===== src/rtl/pwm_bank_pkg.sv =====
package pwm_bank_pkg;

   localparam int unsigned ADDR_W = 5;

   localparam logic [ADDR_W-1:0] A_ENABLE = 5'h00;
   localparam logic [ADDR_W-1:0] A_INVERT = 5'h01;
   localparam logic [ADDR_W-1:0] A_CENTER = 5'h02;
   localparam logic [ADDR_W-1:0] A_JOIN   = 5'h03;
   localparam logic [ADDR_W-1:0] A_DIV    = 5'h04;
   localparam logic [ADDR_W-1:0] A_STOP   = 5'h05;

   // upper two address bits select the per-channel banks
   localparam logic [1:0] BANK_PER  = 2'b01;
   localparam logic [1:0] BANK_DUTY = 2'b10;

   typedef struct packed {
      logic arm;
      logic idle;
   } stop_cfg_t;

endpackage


===== src/rtl/pwm_prescale.sv =====
module pwm_prescale #(
   parameter int unsigned DIVW = 3
) (
   input  logic            clk,
   input  logic            rst_n,
   input  logic [DIVW-1:0] sel,
   output logic            tick
);
   localparam int unsigned PW = (1 << DIVW) - 1;

   logic [PW-1:0] cnt_q;
   logic [PW-1:0] keep;

   always_ff @(posedge clk or negedge rst_n) begin
      if (!rst_n) cnt_q <= '0;
      else        cnt_q <= cnt_q + PW'(1);
   end

   // the low sel bits of the counter must all be one for a tick
   always_comb begin
      for (int i = 0; i < int'(PW); i++) keep[i] = (i < int'(sel));
      tick = &(cnt_q | ~keep);
   end

endmodule


===== src/rtl/pwm_regs.sv =====
module pwm_regs
   import pwm_bank_pkg::*;
#(
   parameter int unsigned NCH  = 8,
   parameter int unsigned CW   = 8,
   parameter int unsigned DIVW = 3
) (
   input  logic                     clk,
   input  logic                     rst_n,
   input  logic                     wr_en,
   input  logic [ADDR_W-1:0]        addr,
   input  logic [CW-1:0]            wdata,
   input  logic                     latched,
   output logic [CW-1:0]            rdata,
   output logic [NCH-1:0]           en,
   output logic [NCH-1:0]           inv,
   output logic [NCH-1:0]           ctr,
   output logic [NCH/2-1:0]         join_q,
   output logic [DIVW-1:0]          div,
   output stop_cfg_t                stop,
   output logic                     clr,
   output logic [NCH-1:0][CW-1:0]   per_sh,
   output logic [NCH-1:0][CW-1:0]   duty_sh
);
   localparam int unsigned NPAIR = NCH / 2;

   always_ff @(posedge clk or negedge rst_n) begin
      if (!rst_n) begin
         en     <= '0;
         inv    <= '0;
         ctr    <= '0;
         join_q <= '0;
         div    <= '0;
         stop   <= '0;
      end else if (wr_en) begin
         case (addr)
            A_ENABLE: en     <= wdata[NCH-1:0];
            A_INVERT: inv    <= wdata[NCH-1:0];
            A_CENTER: ctr    <= wdata[NCH-1:0];
            A_JOIN:   join_q <= wdata[NPAIR-1:0];
            A_DIV:    div    <= wdata[DIVW-1:0];
            A_STOP: begin
               stop.arm  <= wdata[0];
               stop.idle <= wdata[1];
            end
            default: ;
         endcase
      end
   end

   assign clr = wr_en && (addr == A_STOP) && wdata[2];

   for (genvar c = 0; c < NCH; c++) begin : g_ch
      logic [CW-1:0] p_q, d_q;
      always_ff @(posedge clk or negedge rst_n) begin
         if (!rst_n) begin
            p_q <= '0;
            d_q <= '0;
         end else if (wr_en) begin
            if (addr == {BANK_PER, 3'(c)})  p_q <= wdata;
            if (addr == {BANK_DUTY, 3'(c)}) d_q <= wdata;
         end
      end
      assign per_sh[c]  = p_q;
      assign duty_sh[c] = d_q;
   end

   always_comb begin
      rdata = '0;
      case (addr)
         A_ENABLE: rdata[NCH-1:0]   = en;
         A_INVERT: rdata[NCH-1:0]   = inv;
         A_CENTER: rdata[NCH-1:0]   = ctr;
         A_JOIN:   rdata[NPAIR-1:0] = join_q;
         A_DIV:    rdata[DIVW-1:0]  = div;
         A_STOP: begin
            rdata[0]    = stop.arm;
            rdata[1]    = stop.idle;
            rdata[CW-1] = latched;
         end
         default: ;
      endcase
      for (int i = 0; i < int'(NCH); i++) begin
         if (addr == {BANK_PER, 3'(i)})  rdata = per_sh[i];
         if (addr == {BANK_DUTY, 3'(i)}) rdata = duty_sh[i];
      end
   end

endmodule


===== src/rtl/pwm_stop.sv =====
module pwm_stop (
   input  logic clk,
   input  logic rst_n,
   input  logic async_in,
   input  logic arm,
   input  logic clr,
   output logic latched
);
   logic s1_q, s2_q;

   always_ff @(posedge clk or negedge rst_n) begin
      if (!rst_n) begin
         s1_q    <= 1'b0;
         s2_q    <= 1'b0;
         latched <= 1'b0;
      end else begin
         s1_q    <= async_in;
         s2_q    <= s1_q;
         // a live request wins over a clear in the same cycle
         latched <= (arm && s2_q) || (latched && !clr);
      end
   end

   a_r8_sets_on_request: assert property (@(posedge clk) disable iff (!rst_n)
      (arm && s2_q) |=> latched);

   a_r9_holds_until_clear: assert property (@(posedge clk) disable iff (!rst_n)
      (latched && !clr) |=> latched);

   a_r9_disarmed_ignored: assert property (@(posedge clk) disable iff (!rst_n)
      (!arm && !latched) |=> !latched);

endmodule


===== src/rtl/pwm_core.sv =====
module pwm_core #(
   parameter int unsigned W = 16
) (
   input  logic         clk,
   input  logic         rst_n,
   input  logic         tick,
   input  logic         en,
   input  logic         center,
   input  logic         inv,
   input  logic [W-1:0] per_in,
   input  logic [W-1:0] duty_in,
   output logic         pin_q
);
   logic [W-1:0] cnt_q, cnt_d;
   logic         dn_q, dn_d;
   logic [W-1:0] per_act, duty_act;
   logic [W:0]   nxt_up;
   logic         reload;
   logic         active;

   assign nxt_up = {1'b0, cnt_q} + (W+1)'(1);

   always_comb begin
      cnt_d  = cnt_q;
      dn_d   = dn_q;
      reload = 1'b0;
      if (!en) begin
         cnt_d  = '0;
         dn_d   = 1'b0;
         reload = 1'b1;
      end else if (tick) begin
         if (!center) begin
            dn_d = 1'b0;
            if (nxt_up >= {1'b0, per_act}) begin
               cnt_d  = '0;
               reload = 1'b1;
            end else begin
               cnt_d = nxt_up[W-1:0];
            end
         end else if (!dn_q) begin
            // the top value is held for a second tick while turning
            if (nxt_up >= {1'b0, per_act}) dn_d  = 1'b1;
            else                           cnt_d = nxt_up[W-1:0];
         end else begin
            if (cnt_q == '0) begin
               dn_d   = 1'b0;
               reload = 1'b1;
            end else begin
               cnt_d = cnt_q - W'(1);
            end
         end
      end
   end

   assign active = en && (duty_act != '0) &&
                   ((duty_act >= per_act) || (cnt_q < duty_act));

   always_ff @(posedge clk or negedge rst_n) begin
      if (!rst_n) begin
         cnt_q    <= '0;
         dn_q     <= 1'b0;
         per_act  <= '0;
         duty_act <= '0;
         pin_q    <= 1'b0;
      end else begin
         cnt_q <= cnt_d;
         dn_q  <= dn_d;
         if (reload) begin
            per_act  <= per_in;
            duty_act <= duty_in;
         end
         pin_q <= active ^ inv;
      end
   end

   a_r1_count_in_range: assert property (@(posedge clk) disable iff (!rst_n)
      (per_act != '0) |-> (cnt_q < per_act));

   a_r7_buffer_held: assert property (@(posedge clk) disable iff (!rst_n)
      !reload |=> ($stable(per_act) && $stable(duty_act)));

   a_r5_zero_duty_idle: assert property (@(posedge clk) disable iff (!rst_n)
      (duty_act == '0) |=> (pin_q == $past(inv)));

endmodule


===== src/rtl/pwm_bank.sv =====
module pwm_bank
   import pwm_bank_pkg::*;
#(
   parameter int unsigned NCH  = 8,
   parameter int unsigned CW   = 8,
   parameter int unsigned DIVW = 3
) (
   input  logic              clk,
   input  logic              rst_n,
   input  logic              wr_en,
   input  logic [ADDR_W-1:0] addr,
   input  logic [CW-1:0]     wdata,
   output logic [CW-1:0]     rdata,
   input  logic              estop_in,
   output logic [NCH-1:0]    pwm_o
);
   localparam int unsigned NPAIR = NCH / 2;
   localparam int unsigned WW    = 2 * CW;

   if (NCH < 2 || NCH > 8 || (NCH % 2) != 0) begin : g_bad_nch
      $error("pwm_bank: NCH must be even and between 2 and 8");
   end
   if (CW < NCH || CW < 3) begin : g_bad_cw
      $error("pwm_bank: CW must be at least NCH and at least 3");
   end
   if (DIVW < 1 || DIVW > 4 || DIVW > CW) begin : g_bad_divw
      $error("pwm_bank: DIVW must be between 1 and 4");
   end

   logic [NCH-1:0]         en, inv, ctr;
   logic [NPAIR-1:0]       join_q;
   logic [DIVW-1:0]        div;
   stop_cfg_t              stop;
   logic                   clr, latched, tick;
   logic [NCH-1:0][CW-1:0] per_sh, duty_sh;
   logic [NCH-1:0]         raw;

   pwm_regs #(.NCH(NCH), .CW(CW), .DIVW(DIVW)) i_regs (
      .clk     (clk),
      .rst_n   (rst_n),
      .wr_en   (wr_en),
      .addr    (addr),
      .wdata   (wdata),
      .latched (latched),
      .rdata   (rdata),
      .en      (en),
      .inv     (inv),
      .ctr     (ctr),
      .join_q  (join_q),
      .div     (div),
      .stop    (stop),
      .clr     (clr),
      .per_sh  (per_sh),
      .duty_sh (duty_sh)
   );

   pwm_prescale #(.DIVW(DIVW)) i_pre (
      .clk   (clk),
      .rst_n (rst_n),
      .sel   (div),
      .tick  (tick)
   );

   pwm_stop i_stop (
      .clk      (clk),
      .rst_n    (rst_n),
      .async_in (estop_in),
      .arm      (stop.arm),
      .clr      (clr),
      .latched  (latched)
   );

   for (genvar p = 0; p < NPAIR; p++) begin : g_pair
      localparam int unsigned E = 2 * p;
      localparam int unsigned O = 2 * p + 1;

      logic [WW-1:0] per_o, duty_o;

      assign per_o  = join_q[p] ? {per_sh[E], per_sh[O]}   : {{CW{1'b0}}, per_sh[O]};
      assign duty_o = join_q[p] ? {duty_sh[E], duty_sh[O]} : {{CW{1'b0}}, duty_sh[O]};

      // the even channel is parked while its registers serve as high byte
      pwm_core #(.W(WW)) i_even (
         .clk     (clk),
         .rst_n   (rst_n),
         .tick    (tick),
         .en      (en[E] && !join_q[p]),
         .center  (ctr[E]),
         .inv     (inv[E]),
         .per_in  ({{CW{1'b0}}, per_sh[E]}),
         .duty_in ({{CW{1'b0}}, duty_sh[E]}),
         .pin_q   (raw[E])
      );

      pwm_core #(.W(WW)) i_odd (
         .clk     (clk),
         .rst_n   (rst_n),
         .tick    (tick),
         .en      (en[O]),
         .center  (ctr[O]),
         .inv     (inv[O]),
         .per_in  (per_o),
         .duty_in (duty_o),
         .pin_q   (raw[O])
      );
   end

   assign pwm_o = latched ? {NCH{stop.idle}} : raw;

endmodule


===== config.mk =====
export PLATFORM = sky130hd
export DESIGN_NAME = pwm_bank
export DESIGN_NICKNAME = d
export VERILOG_FILES = /design/src/rtl/pwm_bank_pkg.sv /design/src/rtl/pwm_prescale.sv /design/src/rtl/pwm_regs.sv /design/src/rtl/pwm_stop.sv /design/src/rtl/pwm_core.sv /design/src/rtl/pwm_bank.sv
export SDC_FILE = /design/constraint.sdc
export NUM_CORES = 1
export LEC_CHECK = 0
export BUFFER_PORTS_ARGS = -buffer_cell sky130_fd_sc_hd__buf_2
export CORE_ASPECT_RATIO = 0.6
export CORE_MARGIN = 1.5
export CORE_UTILIZATION = 50
export CTS_CLUSTER_SIZE = 30
export DETAILED_ROUTE_END_ITERATION = 10
export PLACE_DENSITY = 0.68
export SYNTH_ARGS = -nofsm -noshare
export SYNTH_HDL_FRONTEND = slang
export SYNTH_SLANG_ARGS = --single-unit
export TNS_END_PERCENT = 50

===== constraint.sdc =====
create_clock -name clk -period 3.5 [get_ports clk]
set_input_delay 0.175 -clock clk [delete_from_list [all_inputs] [get_ports clk]]
set_output_delay 0.175 -clock clk [all_outputs]
set_load 0.02 [all_outputs]

==> results.py <==
metrics = {
    "run_status": {
        "status": "finished with violations",
        "violations": "negative setup slack",
    },
    "clock_tree": {
        "cts.sinks": 507,
        "clockBufferDepth": 3,
        "cts_root_buf": "clkbuf_16",
        "cts_tree": "yes",
        "insertion_delay_ns": 0.63,
        "cts_buffers": 50,
        "cts_max_level": 2,
        "path_clk_slew_ns": 0.07,
    },
    "worst_setup_path": {
        "worstSetupPathType": "reg2reg",
        "reg2reg_setup_slack_ns": -0.08,
        "critPathCaptureType": "flop",
        "r2r-start": "g_pair[2].i_odd.cnt_q[0]",
        "cp-start-kind": "flop",
        "crit_start": "g_pair[2].i_odd.cnt_q[0]",
        "cp.arrival_ns": 4.09,
        "worst-path-max-fanout": 7,
        "cp.required_ns": 4.01,
    },
    "placed_design": {
        "placedCellCount": 4945,
        "dp_worst_setup_slack_ns": -0.1690,
        "place.gp.congestion": 1.017,
        "portBuffers": 32,
        "dp_hpwl_mm": 83.71,
    },
    "final_layout": {
        "syn_to_final_growth_pct": 17.76,
        "drive_above_1_share_pct": 22.77,
        "final_cell_count_no_fill": 5103,
        "nets": 4460,
    },
    "pwr": {
        "leakage_nw": 19.13,
        "power_density_mw_per_mm2": 669.8,
        "ir_worst_vdd_mv": 0.4674,
    },
    "routing": {
        "dr_wl_met2_mm": 45.26,
        "drc_errors": 0,
        "ant_nets": 0,
        "highest_layer": "met5",
        "firstDrtPassIters": 6,
        "wirelength_mm": 115.9,
        "viasPerCell": 6.287,
        "drtIter0Drc": 4224,
        "wire_per_inst_um": 22.71,
        "wl_met1_mm": 54.86,
        "vias": 32080,
        "dr_wl_met3_mm": 13.16,
    },
    "global_route": {
        "grtUsageTotal_pct": 30.75,
        "overflow": 0,
        "antenna_found_initial": 4,
        "grt_pass1_vias": 29510,
        "grt_pass1_wl_mm": 176.4,
        "grt_max_degree": 110,
    },
    "sta": {
        "finClkSkew_ns": 0.01583,
        "fin_crit_sh_pct": 102.2,
        "tightest_slew_ns": 1.080,
        "setup_viol": 9,
        "min_period_ns": 3.578,
        "max_freq_mhz": 279.4,
        "layout_setup_ws_ns": -0.07847,
        "rsz0062_at_grt": "true",
        "report.final.slew_viol_count": 0,
        "finalHoldViolations": 0,
        "setup_tns_ns": -0.2138,
        "relSlewSlack_pct": 27.44,
    },
    "die": {
        "rows": 75,
        "fp.dieH_um": 209.2,
        "start_util_pct": 50.62,
        "pin_count": 33,
        "die_x_um": 346.7,
        "die_area_mm2": 0.07253,
        "fp.coreArea_mm2": 0.07000,
    },
    "synthesis": {
        "synth_cells": 3916,
        "synthFlopType": "dfrtp_1",
        "seq_area_frac_synth_pct": 35.80,
        "synth_area_per_cell_um2": 9.049,
        "synth_cell_types": 98,
        "syn-cell-area_mm2": 0.03544,
        "async_reset_ff_share_pct": 100.0,
        "synth_edf_count": 0,
        "ys.warnings.count": 0,
        "ys_ff_latch": 507,
        "syn_nets": 4238,
    },
    "hold_path": {
        "min-delay-path-class": "in2async",
    },
    "run": {
        "max_cap_viol_count": 0,
    },
}
==> worst paths after layout <==
kind / end / cells after the start
setup reg to reg: g_pair[2].i_odd.per_act[0] / 14
hold / removal: g_pair[2].i_odd.cnt_q[9] / 2
hold reg to reg: i_stop.s2_q / 0
setup / recovery: g_pair[2].i_odd.per_act[0] / 14
min in group clk: i_stop.latched / 3
max in group asynchronous: g_pair[3].i_odd.cnt_q[3] / 3
==> cell type report <==
class                      count  area, um^2
clock inverter                24       219.0
inverter                     263       987.2
timing repair buffer         405        3431
antenna                        2       5.005
fill                        6037       28270
tap                          924        1156
sequential                   507       12690
clock buffer                  67        1429
multi-input combinational   2911       21810
==> worst max-delay path, cell delays in order (launching register included) <==
cell and delay [ns]:
dfrtp_1 0.41, ha_4 0.17, nand3_4 0.08, nor2_4 0.21, nand4_1 0.18, xnor2_2 0.20
ha_1 0.23, a211oi_2 0.23, o21ai_1 0.11, a21oi_2 0.17, nor2_4 0.07, or3_4 0.43
a311o_2 0.55, buf_6 0.18, mux2_2 0.25
==> power breakdown <==
part	internal (mW)	switching, mW	total [mW]
Sequential	7.01	1.34	8.35
Combinational	6.16	7.83	14.0
Clock	3.04	2.56	5.61
==> logic make-up (layout without fill, tap and decap cells) <==
logic type | count (synthesis) | after routing | share of synthesized area [%]
AO/OA/AOI/OAI | 923 | 924 | 17.23
XOR/XNOR | 145 | 145 | 3.584
adder cells (fa/ha/maj) | 305 | 305 | 10.77
buffers and inverters | 499 | 759 | 5.452
flip-flops | 507 | 507 | 35.80
multiplexers | 324 | 324 | 10.21
other | 0 | 2 | 0
AND/OR/NAND/NOR | 1213 | 1213 | 16.95
==> what timing repair did <==
item,in CTS,in global routing
gates resized for setup,13,245
setup buffers,4,45
cloned,0,15
endpoints found under the setup margin,90,245
hold buffers,2,0
pin swaps,5,78
hold endpoints to repair,58,0
==> per-layer routing <==
layer / GRT usage (%) / vias up
li1: - / 14760
met1: 49.35 / 15430
met2: 40.50 / 1683
met3: 7.620 / 207
met4: 6.730 / 2
met5: 0 / -
==> Yosys cell counts (all sizes together) (68+ instances only) <==
cell type	instances	area, um^2
ha	305	3816
clkbuf	187	703.2
nor2	227	852.1
nor3	94	470.5
o21ai	250	1251
nand3	153	783.3
inv	259	972.2
dfrtp	507	12690
mux2	270	3078
nand2	351	1318
xnor2	95	832.1
a21oi	175	902.1
nor4	68	431.7
==> sequential cells by signal, summed over array words and instances (netlist names), 8 cells and up <==
signal,cells
g_pair.i_even.per_act,32
i_regs.g_ch.p_q,64
i_regs.en,8
g_pair.i_even.duty_act,32
g_pair.i_even.cnt_q,64
g_pair.i_odd.per_act,64
g_pair.i_odd.cnt_q,64
i_regs.g_ch.d_q,64
i_regs.inv,8
i_regs.ctr,8
g_pair.i_odd.duty_act,64
==> per-stage QoR <==
step / util, % / instance area [um^2] / hold WS, ns / power, mW
3_5_place_dp: 54.90 / 38430 / 0.2138 / 20.51
3_3_place_gp: 54.90 / 38430 / 0.2096 / 20.25
4_1_cts: 57.38 / 40170 / 0.1065 / 26.27
2_1_floorplan: - / 35530 / -0.1206 / 15.81
6_report: 59.61 / 41730 / 0.1482 / 27.95
5_1_grt: 59.61 / 41730 / 0.1443 / 29.56
==> layout by cell type, fill, tap and decap left out, types with 91 or more instances in the layout <==
master / netlist / routed
o21ai_0: 244 / 194
dfrtp_1: 507 / 503
buf_4: 3 / 323
nor2_1: 227 / 216
nand2_1: 351 / 336
mux2_2: 260 / 244
a21oi_1: 172 / 168
ha_1: 305 / 297
inv_1: 259 / 257
nand3_1: 151 / 126
nor3_1: 94 / 91
(Power assumes the default switching activity.)
